===== config.mk =====
export PLATFORM = sky130hd
export DESIGN_NAME = subcarrier_quad_gen
export DESIGN_NICKNAME = d
export VERILOG_FILES = /design/src/rtl/subcarrier_quad_gen.sv
export SDC_FILE = /design/constraint.sdc
export NUM_CORES = 1
export LEC_CHECK = 0
export BUFFER_PORTS_ARGS = -buffer_cell sky130_fd_sc_hd__buf_2
export CAP_MARGIN = 20
export CELL_PAD_IN_SITES_DETAIL_PLACEMENT = 0
export CELL_PAD_IN_SITES_GLOBAL_PLACEMENT = 1
export CORE_AREA = 2 2 39 41
export DETAILED_ROUTE_END_ITERATION = 6
export DIE_AREA = 0 0 41 43
export HOLD_SLACK_MARGIN = 0.12
export PLACE_DENSITY_LB_ADDON = 0.3
export SLEW_MARGIN = 10
export SYNTH_ARGS = -nofsm -noshare
export SYNTH_HDL_FRONTEND = slang
export SYNTH_SLANG_ARGS = --single-unit
export TNS_END_PERCENT = 1

===== constraint.sdc =====
create_clock -name clk -period 1.2 [get_ports clk]
set_input_delay 0.36 -clock clk [delete_from_list [all_inputs] [get_ports clk]]
set_output_delay 0.36 -clock clk [all_outputs]
set_load 0.005 [all_outputs]

===== src/rtl/subcarrier_quad_gen.sv =====
module subcarrier_quad_gen (
  input  logic       clk,
  input  logic       rst_n,
  input  logic       pal_mode,
  input  logic       sync_fall,
  input  logic       burst_gate,
  output logic       sin_ph,
  output logic       cos_ph,
  output logic       v_inv,
  output logic [1:0] burst_u,
  output logic [1:0] burst_v
);

  logic [1:0] phase;
  logic       cos_raw;

  always_ff @(posedge clk or negedge rst_n)
    if (!rst_n) phase <= 2'd0;
    else        phase <= phase + 2'd1;

  always_ff @(posedge clk or negedge rst_n)
    if (!rst_n)         v_inv <= 1'b0;
    else if (!pal_mode) v_inv <= 1'b0;
    else if (sync_fall) v_inv <= ~v_inv;

  assign sin_ph  = ~phase[1];
  assign cos_raw = ~(phase[1] ^ phase[0]);
  assign cos_ph  = cos_raw ^ v_inv;

  assign burst_u = burst_gate ? 2'b11 : 2'b00;
  assign burst_v = (burst_gate && pal_mode) ? (v_inv ? 2'b11 : 2'b01) : 2'b00;


  sin_follows_cos_chk: assert property (@(posedge clk) disable iff (!rst_n)
    1'b1 |=> sin_ph == $past(cos_raw));


  pal_toggle_chk: assert property (@(posedge clk) disable iff (!rst_n)
    (pal_mode && sync_fall) |=> v_inv != $past(v_inv));


  pal_hold_chk: assert property (@(posedge clk) disable iff (!rst_n)
    (pal_mode && !sync_fall) |=> $stable(v_inv));


  ntsc_no_inv_chk: assert property (@(posedge clk) disable iff (!rst_n)
    !pal_mode |=> !v_inv);


  gate_off_chk: assert property (@(posedge clk) disable iff (!rst_n)
    !burst_gate |-> (burst_u == 2'b00 && burst_v == 2'b00));


  pal_burst_v_chk: assert property (@(posedge clk) disable iff (!rst_n)
    (burst_gate && pal_mode) |-> $countones(burst_v) != 0);

endmodule


[Word level (Yosys, flattened, before mapping)]
Cells that the tools add are included.
Cells by class
  bitwise logic cells: 5
  reductions and logical operators: 1
  eq/ne operators: 1
  $add $sub $neg: 1
  multiplexer cells: 5
Operator list (number)
  $mux 2: 3
  $not 1->1: 3
  $add 2x1->2 const B: 1
  $mux 1: 2
  $ne 2x1->1 const B: 1
  $xor 1x1->1: 2
  $logic_and 1x1->1: 1
Word-level totals
  output and inout port bits: 7
  bits of input ports: 5
  bits in registers: 3
  logic and storage cells: 15

[Depth between registers and ports, before layout]
  depth in word-level cells: 3
  depth in mapped cells: 2
  mapped depth without buffers: 2

[Worst setup path after synthesis]
OpenSTA, ideal clock, no wires.
  kind: register to output
  start point: register phase[1]
  end point: output port cos_ph
  arrival: 0.712 ns
  required time: 0.840 ns
  stages on the path, launching flop included: 3
  buffers on the path: 0
  path slack: 0.128 ns
  cell sequence: dfrtp_1 > xor2_1 > xnor2_1
On the way
  cells in the longest elaborated chain, start to end: 3
RTL lines
  start: declaration: RTL line 14  | logic [1:0] phase;
  start signal: assignment: RTL line 19  | else phase <= phase + 2'd1;
  $xor 1x1->1: RTL line 27  | assign cos_raw = ~(phase[1] ^ phase[0]);
  $not 1->1: RTL line 27
  $xor 1x1->1: RTL line 28  | assign cos_ph = cos_raw ^ v_inv;
  end: declaration: RTL line 8  | output logic cos_ph,
Every way passes these cells.

[Worst setup path in the final report]
Ends and elaborated chain as after synthesis.

==> results_dict.tcl <==
set metrics [dict create \
    mostFrequentLayoutCell "buf_2" \
    fp.dieH_um 43 \
    syn_area_um2 143 \
    clock.fmax_ghz 0.694 \
    placement.cell_area_um2 203 \
    drv.max_cap_violation_count 0 \
    core_area_mm2 0.00138 \
    die_x_um 41 \
    number_of_input_and_output_port_buffers_inserted 11 \
    crit_path_start "phase[1]" \
    timing.slew.headroom_pct 88.9 \
    max_slew.worst_pin.slew_ns 0.166 \
    yosys_warnings 0 \
    final_util_pct 17.8 \
    synth_top_family_by_area "XOR/XNOR gates" \
    synth-compound-area-share_pct 0 \
    yosys.area_share.simple_pct 13.2 \
    worst_slack_ns -0.240 \
    nNetsFinal 33 \
    h-tree-depth 1 \
    mostFrequentLayoutCells "buf_2, clkbuf_4, dfrtp_1" \
    clkSlewWorstSetupHoldPaths_ns 0.04 \
    drt-total-wl_um 349 \
    grt_start_max_net_pins 5 \
    worst_ir_drop_vdd_mv 0.242 \
    area_occupied_by_multi_input_gates_um2 52.6 \
    arrival_ns 1.08 \
    io_count 12 \
    core.rowCount 14 \
    met1_routing_resource_usage_after_global_routing_pct 5.41 \
    drive_above_1_share_pct 55.6 \
    grt.total_usage_pct 5.21 \
    crit_path_end_kind "output port" \
    global_route_met3_utilization_pct 3.14 \
    worst_ep_required_time_ns 0.84 \
    timing.hold.worst.class "primary input to flop" \
    post-route-drc-count 0 \
    drtAntennaViolNets 0 \
    rsz0062_at_grt "true" \
    clock_path_buffers 2 \
    path_class "flop to output port" \
    final_max_slew_viol_count 0 \
    seqCellArea_um2 75.1 \
    yosys.area_share.adder_pct 0 \
    clkLatencyLatePin_ns 0.23 \
    syn_inst 13 \
    worst-path-max-fanout 2 \
    antenna_cells_inserted 0 \
    grt_use_met2_pct 6.25 \
    numClockSinks 3 \
    wire_length_of_the_first_global_routing_pass_um 545 \
    result_of_the_run "finished, violations left" \
    dr_total_vias 137 \
    route.detailed.vias_per_inst 3.19 \
    firstDrtPassIters 3 \
    ys_ff_latch 3 \
    grt_antenna_before_repair 0 \
    synth.mux.area_fraction_pct 0 \
    synth_seq_area_share_pct 52.6 \
    syn_to_final_growth_pct 72.8 \
    synthesis.area_per_instance_um2 11.0 \
    portion_of_the_clock_cycle_consumed_by_the_worst_path_in_the_final_layout_pct 120 \
    synth_top_area_share_pct 52.6 \
    violations "setup timing" \
    critical_path.startpoint_type "flop" \
    fillers 157 \
    tritoncts_buffers 3 \
    post_synth_main_area_contributors "dfrtp_1, xor2_1, buf_4, and2_1, xnor2_1" \
    final-hold-violation-count 0 \
    detail_route.wl_per_cell_um 8.12 \
    area_share_of_xor_xnor_cells_in_the_synthesized_design_pct 18.4 \
    synth_fp_nets 18 \
    skew_ns 0.00168 \
    dp_hpwl_um 285 \
    vias_in_the_first_global_route 135 \
    initial_core_util_pct 10.3 \
    power.density_mw_per_mm2 1310 \
    drtIter0Drc 6 \
    cts_tree "yes" \
    die_outline_area_mm2 0.00176 \
    globalRoute.totalOverflow 0 \
    ctsRootBufferMaster "clkbuf_4" \
    timing.rr.start "v_inv" \
    power_leakage_nw 0.136 \
    most_crowded_layer_after_global_routing "met2" \
    yosys.cell_types.count 7 \
    time_the_final_worst_path_needs_with_i_o_delays_and_setup_ns 1.44 \
    report.final.setup_viol 2 \
    final_area_um2 246 \
    netlist.top_cell.by_area "dfrtp_1" \
    worstHoldStart "pal_mode" \
    finalWeightedCongestion 0.599 \
]
sequential cells by signal, indices dropped and copies added (netlist names):
signal  cells
v_inv       1
phase       2
synthesized netlist by cell type:
master	n
xnor2_1	1
and2_1	2
buf_4	2
inv_1	2
dfrtp_1	3
xor2_1	2
and3_1	1
routing by layer:
metal	up-vias	part of all wire [%]
met5	-	0
met4	0	0
met3	0	16
met2	12	45
met1	63	40
li1	62	-
power breakdown:
part / switching [W] / internal [W]
sequential: 0.00000478 / 0.000105
clock: 0.0000511 / 0.000125
combinational: 0.0000145 / 0.0000224
total: 0.0000704 / 0.000252
cell families (layout without fill, tap and decap cells):
logic type,count (synthesis),after routing
AND/OR/NAND/NOR,3,3
flip-flops,3,3
buffers and inverters,4,18
XOR/XNOR,3,3
critical path, stage by stage (launching register included):
cell and delay [ns]:
dfrtp_1 0.40, xor2_2 0.20, xnor2_1 0.13, buf_2 0.13
metrics by stage:
step | TNS (ns) | instances | hold WS [ns] | setup slack [ns] | power [W]
final | -0.335 | 43 | 0.373 | -0.240 | 0.000323
after global routing | -0.480 | 43 | 0.392 | -0.324 | 0.000357
after CTS | -0.383 | 43 | 0.366 | -0.264 | 0.000337
after detailed placement | -0.0348 | 38 | 0.161 | -0.0348 | 0.000147
after global placement | 0 | 38 | 0.153 | 0.00859 | 0.000145
after floorplan | 0 | 13 | 0.0644 | 0.128 | 0.000127
cell type report:
type                       count  area share (%)
clock buffer                   4            10.7
tap                           16            8.12
multi-input combinational      6            21.3
inverter                       2            3.05
timing repair buffer          12            26.4
sequential                     3            30.5
path summary, 6_finish.rpt:
check | depth (start not counted) | slack, ns | to
worst min register to register | 1 | 0.47 | phase[0]
worst max-delay path | 3 | -0.24 | cos_ph
min in group asynchronous | 2 | 0.46 | v_inv
worst max register to register | 2 | 0.34 | v_inv
worst min-delay path | 2 | 0.37 | v_inv
max in group asynchronous | 2 | 0.63 | phase[1]
timing repair:
action,CTS,global route
hold buffers,1,0
endpoints found under the hold margin,3,0
setup buffers,0,0
pin swaps,1,0
resized for setup,1,0
cloned,0,0
setup endpoints to repair,2,3
Power figures use the tool's default switching activity.
